<file path="config.mk">
export PLATFORM = sky130hd
export DESIGN_NAME = fpr_round_stage
export DESIGN_NICKNAME = d
export VERILOG_FILES = /design/src/rtl/fpr_pkg.sv /design/src/rtl/fpr_mode_policy.sv /design/src/rtl/fpr_mant_incr.sv /design/src/rtl/fpr_pack.sv /design/src/rtl/fpr_round_stage.sv
export SDC_FILE = /design/constraint.sdc
export NUM_CORES = 1
export LEC_CHECK = 0
export BUFFER_PORTS_ARGS = -buffer_cell sky130_fd_sc_hd__buf_2
export CAP_MARGIN = 20
export CORE_MARGIN = 4
export CORE_UTILIZATION = 25
export CTS_BUF_LIST = sky130_fd_sc_hd__clkbuf_8 sky130_fd_sc_hd__clkbuf_16
export DETAILED_ROUTE_END_ITERATION = 6
export PLACE_DENSITY_LB_ADDON = 0.1
export SYNTH_ARGS = -nofsm -noshare
export SYNTH_HDL_FRONTEND = slang
export SYNTH_SLANG_ARGS = --single-unit
</file>
<file path="constraint.sdc">
create_clock -name clk -period 1.03 [get_ports clk]
set_clock_uncertainty 0.1 [all_clocks]
set_input_delay 0.206 -clock clk [delete_from_list [all_inputs] [get_ports clk]]
set_output_delay 0.206 -clock clk [all_outputs]
set_load 0.01 [all_outputs]
</file>
<file path="src/rtl/fpr_pkg.sv">
package fpr_pkg;

   typedef enum logic [2:0] {
      RM_NEAR_EVEN = 3'd0,
      RM_TO_ZERO   = 3'd1,
      RM_UPWARD    = 3'd2,
      RM_DOWNWARD  = 3'd3,
      RM_NEAR_AWAY = 3'd4,
      RM_ODD_POSZ  = 3'd5,
      RM_ODD_NEGZ  = 3'd6,
      RM_RESERVED  = 3'd7
   } rmode_e;

   localparam int unsigned FLAG_W      = 5;
   localparam int unsigned FL_INVALID  = 4;
   localparam int unsigned FL_DIVZERO  = 3;
   localparam int unsigned FL_OVF      = 2;
   localparam int unsigned FL_UNF      = 1;
   localparam int unsigned FL_INEXACT  = 0;

   typedef struct packed {
      logic bump;       // increment the mantissa
      logic ovf_inf;    // overflow goes to infinity, else largest finite
      logic unf_zero;   // deep underflow goes to zero, else smallest denormal
      logic zero_neg;   // sign of an undetermined exact zero
   } rpolicy_t;

endpackage

</file>
<file path="src/rtl/fpr_mode_policy.sv">
module fpr_mode_policy
   import fpr_pkg::*;
(
   input  logic [2:0] mode,
   input  logic       sign,
   input  logic       lsb,
   input  logic       guard,
   input  logic       rnd,
   input  logic       sticky,
   output rpolicy_t   policy
);

   logic   lost;
   rmode_e mode_e;

   assign lost   = guard | rnd | sticky;
   assign mode_e = rmode_e'(mode);

   always_comb begin
      policy = '0;
      case (mode_e)
         RM_TO_ZERO: begin
            policy.bump     = 1'b0;
            policy.ovf_inf  = 1'b0;
            policy.unf_zero = 1'b1;
            policy.zero_neg = 1'b0;
         end
         RM_UPWARD: begin
            policy.bump     = ~sign & lost;
            policy.ovf_inf  = ~sign;
            policy.unf_zero = sign;
            policy.zero_neg = 1'b0;
         end
         RM_DOWNWARD: begin
            policy.bump     = sign & lost;
            policy.ovf_inf  = sign;
            policy.unf_zero = ~sign;
            policy.zero_neg = 1'b1;
         end
         RM_NEAR_AWAY: begin
            policy.bump     = guard;
            policy.ovf_inf  = 1'b1;
            policy.unf_zero = 1'b1;
            policy.zero_neg = 1'b0;
         end
         RM_ODD_POSZ, RM_ODD_NEGZ: begin
            policy.bump     = ~lsb & lost;
            policy.ovf_inf  = 1'b0;
            policy.unf_zero = 1'b0;
            policy.zero_neg = (mode_e == RM_ODD_NEGZ);
         end
         default: begin
            // nearest-even, and the reserved code folded onto it
            policy.bump     = guard & (rnd | sticky | lsb);
            policy.ovf_inf  = 1'b1;
            policy.unf_zero = 1'b1;
            policy.zero_neg = 1'b0;
         end
      endcase
   end

endmodule

</file>
<file path="src/rtl/fpr_mant_incr.sv">
module fpr_mant_incr #(
   parameter int unsigned MANT_W = 24,
   parameter int unsigned XEXP_W = 10
) (
   input  logic                     bump,
   input  logic [MANT_W-1:0]        mant,
   input  logic signed [XEXP_W-1:0] exp_in,
   output logic [MANT_W-1:0]        mant_r,
   output logic signed [XEXP_W:0]   exp_r
);

   localparam int unsigned SUM_W = MANT_W + 1;

   logic [SUM_W-1:0] sum;
   logic             carry;

   assign sum   = {1'b0, mant} + SUM_W'(bump);
   assign carry = sum[SUM_W-1];

   // on carry the value is exactly 2^MANT_W, so dropping the low bit is lossless
   assign mant_r = carry ? sum[SUM_W-1:1] : sum[MANT_W-1:0];
   assign exp_r  = (XEXP_W+1)'(exp_in) + (XEXP_W+1)'(carry);

endmodule

</file>
<file path="src/rtl/fpr_pack.sv">
module fpr_pack
   import fpr_pkg::*;
#(
   parameter int unsigned EXP_W  = 8,
   parameter int unsigned FRAC_W = 23,
   parameter int unsigned XEXP_W = 10
) (
   input  logic                      sign,
   input  logic                      zero_free,
   input  logic                      lost,
   input  rpolicy_t                  policy,
   input  logic [FRAC_W:0]           mant_r,
   input  logic signed [XEXP_W:0]    exp_r,
   output logic [EXP_W+FRAC_W:0]     result,
   output logic [FLAG_W-1:0]         flags
);

   localparam int BIAS = (1 << (EXP_W - 1)) - 1;
   localparam int EMAX = BIAS;
   localparam int EMIN = 1 - BIAS;

   logic             too_big;
   logic             too_small;
   logic             is_zero;
   logic             zsign;
   logic [EXP_W-1:0] field;

   assign too_big   = exp_r > (XEXP_W+1)'(EMAX);
   assign too_small = exp_r < (XEXP_W+1)'(EMIN);
   assign is_zero   = (mant_r == '0);
   assign zsign     = zero_free ? policy.zero_neg : sign;
   assign field     = mant_r[FRAC_W] ? (exp_r[EXP_W-1:0] + EXP_W'(BIAS)) : '0;

   always_comb begin
      result = '0;
      flags  = '0;
      if (is_zero) begin
         result                 = {zsign, {(EXP_W+FRAC_W){1'b0}}};
         flags[FL_INEXACT]      = lost;
         flags[FL_UNF]          = lost;
      end else if (too_big) begin
         if (policy.ovf_inf)
            result = {sign, {EXP_W{1'b1}}, {FRAC_W{1'b0}}};
         else
            result = {sign, {(EXP_W-1){1'b1}}, 1'b0, {FRAC_W{1'b1}}};
         flags[FL_OVF]     = 1'b1;
         flags[FL_INEXACT] = 1'b1;
      end else if (too_small) begin
         if (policy.unf_zero)
            result = {sign, {(EXP_W+FRAC_W){1'b0}}};
         else
            result = {sign, {(EXP_W+FRAC_W-1){1'b0}}, 1'b1};
         flags[FL_UNF]     = 1'b1;
         flags[FL_INEXACT] = 1'b1;
      end else begin
         result            = {sign, field, mant_r[FRAC_W-1:0]};
         flags[FL_INEXACT] = lost;
         flags[FL_UNF]     = lost & (field == '0);
      end
   end

endmodule

</file>
<file path="src/rtl/fpr_round_stage.sv">
module fpr_round_stage
   import fpr_pkg::*;
#(
   parameter int unsigned EXP_W   = 8,
   parameter int unsigned FRAC_W  = 23,
   parameter int unsigned XEXP_W  = EXP_W + 2,
   parameter bit          OUT_REG = 1'b1
) (
   input  logic                     clk,
   input  logic                     rst_n,
   input  logic                     in_sign,
   input  logic signed [XEXP_W-1:0] in_exp,
   input  logic [FRAC_W:0]          in_mant,
   input  logic                     in_guard,
   input  logic                     in_round,
   input  logic                     in_sticky,
   input  logic [2:0]               in_mode,
   input  logic                     in_zero_free,
   output logic [EXP_W+FRAC_W:0]    out_result,
   output logic [FLAG_W-1:0]        out_flags
);

   localparam int unsigned MANT_W = FRAC_W + 1;
   localparam int unsigned WORD_W = EXP_W + FRAC_W + 1;

   generate
      if (EXP_W < 3)            begin : g_bad_exp  $error("EXP_W must be at least 3"); end
      if (FRAC_W < 2)           begin : g_bad_frac $error("FRAC_W must be at least 2"); end
      if (XEXP_W < EXP_W + 2)   begin : g_bad_xexp $error("XEXP_W needs two bits beyond EXP_W"); end
   endgenerate

   rpolicy_t                  policy;
   logic [MANT_W-1:0]         mant_r;
   logic signed [XEXP_W:0]    exp_r;
   logic [WORD_W-1:0]         res_c;
   logic [FLAG_W-1:0]         flg_c;
   logic                      lost;

   assign lost = in_guard | in_round | in_sticky;

   fpr_mode_policy u_policy (
      .mode   (in_mode),
      .sign   (in_sign),
      .lsb    (in_mant[0]),
      .guard  (in_guard),
      .rnd    (in_round),
      .sticky (in_sticky),
      .policy (policy)
   );

   fpr_mant_incr #(
      .MANT_W (MANT_W),
      .XEXP_W (XEXP_W)
   ) u_incr (
      .bump   (policy.bump),
      .mant   (in_mant),
      .exp_in (in_exp),
      .mant_r (mant_r),
      .exp_r  (exp_r)
   );

   fpr_pack #(
      .EXP_W  (EXP_W),
      .FRAC_W (FRAC_W),
      .XEXP_W (XEXP_W)
   ) u_pack (
      .sign      (in_sign),
      .zero_free (in_zero_free),
      .lost      (lost),
      .policy    (policy),
      .mant_r    (mant_r),
      .exp_r     (exp_r),
      .result    (res_c),
      .flags     (flg_c)
   );

   generate
      if (OUT_REG) begin : g_reg
         always_ff @(posedge clk or negedge rst_n) begin
            if (!rst_n) begin
               out_result <= '0;
               out_flags  <= '0;
            end else begin
               out_result <= res_c;
               out_flags  <= flg_c;
            end
         end

         AST_TRUNC_FINITE: assert property (@(posedge clk) disable iff (!rst_n)
            (in_mode == RM_TO_ZERO) |=> (out_result[WORD_W-2:FRAC_W] != '1));

         AST_ODD_LSB_SET: assert property (@(posedge clk) disable iff (!rst_n)
            ((in_mode == RM_ODD_POSZ || in_mode == RM_ODD_NEGZ) && lost) |=> out_result[0]);

         AST_OVF_RANGE: assert property (@(posedge clk) disable iff (!rst_n)
            out_flags[FL_OVF] |-> (out_flags[FL_INEXACT] && out_result[WORD_W-2:FRAC_W+1] == '1));

         AST_UNF_FIELD: assert property (@(posedge clk) disable iff (!rst_n)
            out_flags[FL_UNF] |-> (out_result[WORD_W-2:FRAC_W] == '0));

         AST_LOST_INEXACT: assert property (@(posedge clk) disable iff (!rst_n)
            lost |=> out_flags[FL_INEXACT]);
      end else begin : g_comb
         assign out_result = res_c;
         assign out_flags  = flg_c;
      end
   endgenerate

endmodule

</file>
==> impl_metrics.env <==
export IMPL_ios=81
export IMPL_routed_wl_mm=9.75
export IMPL_fillers=1054
export IMPL_grt_pass1_vias=3198
export IMPL_yosys_top_cells_area="dfrtp_1 32%, o21ai_0 7.0%, xor2_1 4.9%"
export IMPL_cpMostUsedCell="ha_4"
export IMPL_n_antenna_cell=0
export IMPL_path_cells="buf_8 > xor2_1 > nand2_1 > nor2_1 > a31oi_1 > o21ai_1 > ha_2 > ha_4 > and4_4 > nand3_4 > nor3_4 > ha_4 > ha_4 > nand3_4 > nor3_4 > nor2_4 > nand4_1 > a31oi_4 > or3_1 > buf_12 > o21ai_0"
export IMPL_num_vias=3208
export IMPL_grt_pass1_wl_mm=15.8
export IMPL_cts_sinks=35
export IMPL_power_density_mw_per_mm2=925
export IMPL_cp_slowest_cell="or3_1"
export IMPL_area_growth_pct=81.9
export IMPL_synth_top_area_share_pct=32.4
export IMPL_rsz0062_at_grt="true"
export IMPL_vdd_drop_max_mv=0.601
export IMPL_setup_viol=70
export IMPL_async_reset_ff_share_pct=100
export IMPL_worstSetupPathType="in2reg"
export IMPL_syn_inst=327
export IMPL_worst_slack_ps=-2270
export IMPL_syn_area_mm2=0.00271
export IMPL_root_buffer="clkbuf_8"
export IMPL_path_clk_slew_ps=70
export IMPL_stdcell_area_mm2=0.00492
export IMPL_p_total_mw=4.56
export IMPL_viasPerCell=4.72
export IMPL_overflow=0
export IMPL_cts_inserted_buffers=5
export IMPL_dp_hpwl_mm=8.31
export IMPL_fin_crit_sh_pct=320
export IMPL_synth_edff_count=0
export IMPL_ys_ff_latch=35
export IMPL_yosysSeqAreaShare_pct=32.4
export IMPL_fin_crit_ps=3300
export IMPL_grtUsageMet2_pct=24.3
export IMPL_die_area_mm2=0.0126
export IMPL_p_leak_nw=2.28
export IMPL_ys_flop_type="dfrtp_1"
export IMPL_grt_busiest_layer="met2"
export IMPL_track_usage_pct=15.4
export IMPL_path_buf_inv=2
export IMPL_hold_ws_ps=110
export IMPL_yosys_warnings=0
export IMPL_grt_max_degree=29
export IMPL_htreeDepth=2
export IMPL_grtUsageMet1_pct=22.2
export IMPL_gp_congestion=0.870
export IMPL_remaining_drc_errors=0
export IMPL_critical_path_top_delay_family="simple AND/OR/NAND/NOR gates"
export IMPL_drive_above_1_share_pct=54.8
export IMPL_violations="setup timing"
export IMPL_synthTopCellsByCount="38 x o21ai_0, 35 x dfrtp_1, 26 x nor2_1"
export IMPL_drv_cap=0
export IMPL_slew_viol_final=0
export IMPL_nNetsFinal=593
export IMPL_final_setup_tns_ps=-78390
export IMPL_worstPathMaxFanout=11
export IMPL_cts_tree="built"
export IMPL_die_x_um=112
export IMPL_hold_path_class="in2reg"
export IMPL_startpoint_type="input pin"
export IMPL_place_area_mm2=0.00440
export IMPL_synth_most_common_cell="o21ai_0"
export IMPL_rows=37
export IMPL_initial_core_util_pct=26.0
export IMPL_yosysUniqueCellTypes=55
export IMPL_clock_path_buffers=2
export IMPL_crit_arrival_ps=3390
export IMPL_fmax_ghz=0.303
export IMPL_met3_usage_pct=2.37
export IMPL_end_kind="flop"
export IMPL_max_stage_delay_ps=390
export IMPL_synth_area_leader_cell="dfrtp_1"
export IMPL_coreArea_mm2=0.0104
export IMPL_antenna_found_initial=0
export IMPL_wl_per_cell_um=14.3
export IMPL_die_height_um=112
export IMPL_status="complete, but fails checks"
export IMPL_firstDrtPassIters=4
export IMPL_drt_initial_drc_count=117
export IMPL_crit_required_ps=1130
export IMPL_ant_nets=0
export IMPL_port_buffers=78
export IMPL_postSynthAreaPerCell_um2=8.28
export IMPL_hold_violations=0
==> metal layers <==
metal  up-vias  wire length (um)
met5         -                 0
met4         0               109
met1      1482              4790
li1       1645                 -
met2        75              4430
met3         6               421
==> sequential cells by signal (all words and copies together) (netlist names) <==
name        count
out_result     32
out_flags       3
==> worst paths after layout <==
path / start / slack, ps / end / depth (start not counted)
setup / recovery: in_mode[1] / -2270 / out_result[17]$_DFF_PN0_ / 21
hold / removal: in_zero_free / 110 / out_result[31]$_DFF_PN0_ / 2
max in group asynchronous: rst_n / 190 / out_result[20]$_DFF_PN0_ / 3
min in group asynchronous: rst_n / 230 / out_flags[0]$_DFF_PN0_ / 2
==> power breakdown <==
group,total (mW),internal (mW),switching [mW]
Sequential,1.58,1.53,0.0459
Combinational,1.55,0.778,0.774
Clock,1.43,0.957,0.470
Total,4.56,3.26,1.29
==> metrics by stage <==
step / worst slack, ps / cells / util [%]
after floorplan: -2510 / 328 / -
after global placement: -2790 / 662 / 42.3
after detailed placement: -2770 / 662 / 42.3
after CTS: -2300 / 681 / 46.0
after global routing: -2530 / 680 / 47.3
final: -2270 / 680 / 47.3
==> placed cells by master (no fill, tap or decap), drive strengths merged, types with 4 or more instances in the layout <==
cell type / count
buf: 227
o21ai: 39
dfrtp: 35
nor2: 26
nand3: 22
nand2: 20
nand4: 16
xor2: 15
xnor2: 12
inv: 11
nor3: 11
a31oi: 9
nor4: 9
and3: 7
a21oi: 7
mux2i: 6
and4: 6
ha: 6
clkbuf: 5
or2: 4
nand2b: 4
a211oi: 4
==> logic make-up after synthesis <==
logic type | share of synthesized area [%]
compound gates | 20.1
xor+xnor | 8.74
fa+ha+maj | 2.77
buf+inv | 5.13
flops | 32.4
mux | 2.64
other cells | 0.139
simple gates | 28.1
==> final cells by class <==
class | count | area (um^2) | share of cell area [%]
clock inverter | 3 | 63.8 | 1.30
timing repair buffer | 228 | 1630 | 33.0
clock buffer | 5 | 68.8 | 1.40
inverter | 10 | 40.0 | 0.813
sequential | 35 | 876 | 17.8
multi-input combinational | 263 | 2080 | 42.2
tap | 136 | 170 | 3.46
==> what timing repair did <==
item                                    CTS  global route
buffers inserted                         10             2
endpoints found under the setup margin   70            70
resized for setup                        42            26
pin swaps                                15            11
hold buffers                              1             0
gates cloned                              0             0
endpoints found under the hold margin    35             0
Note: power is estimated with default switching activity, not from simulation.
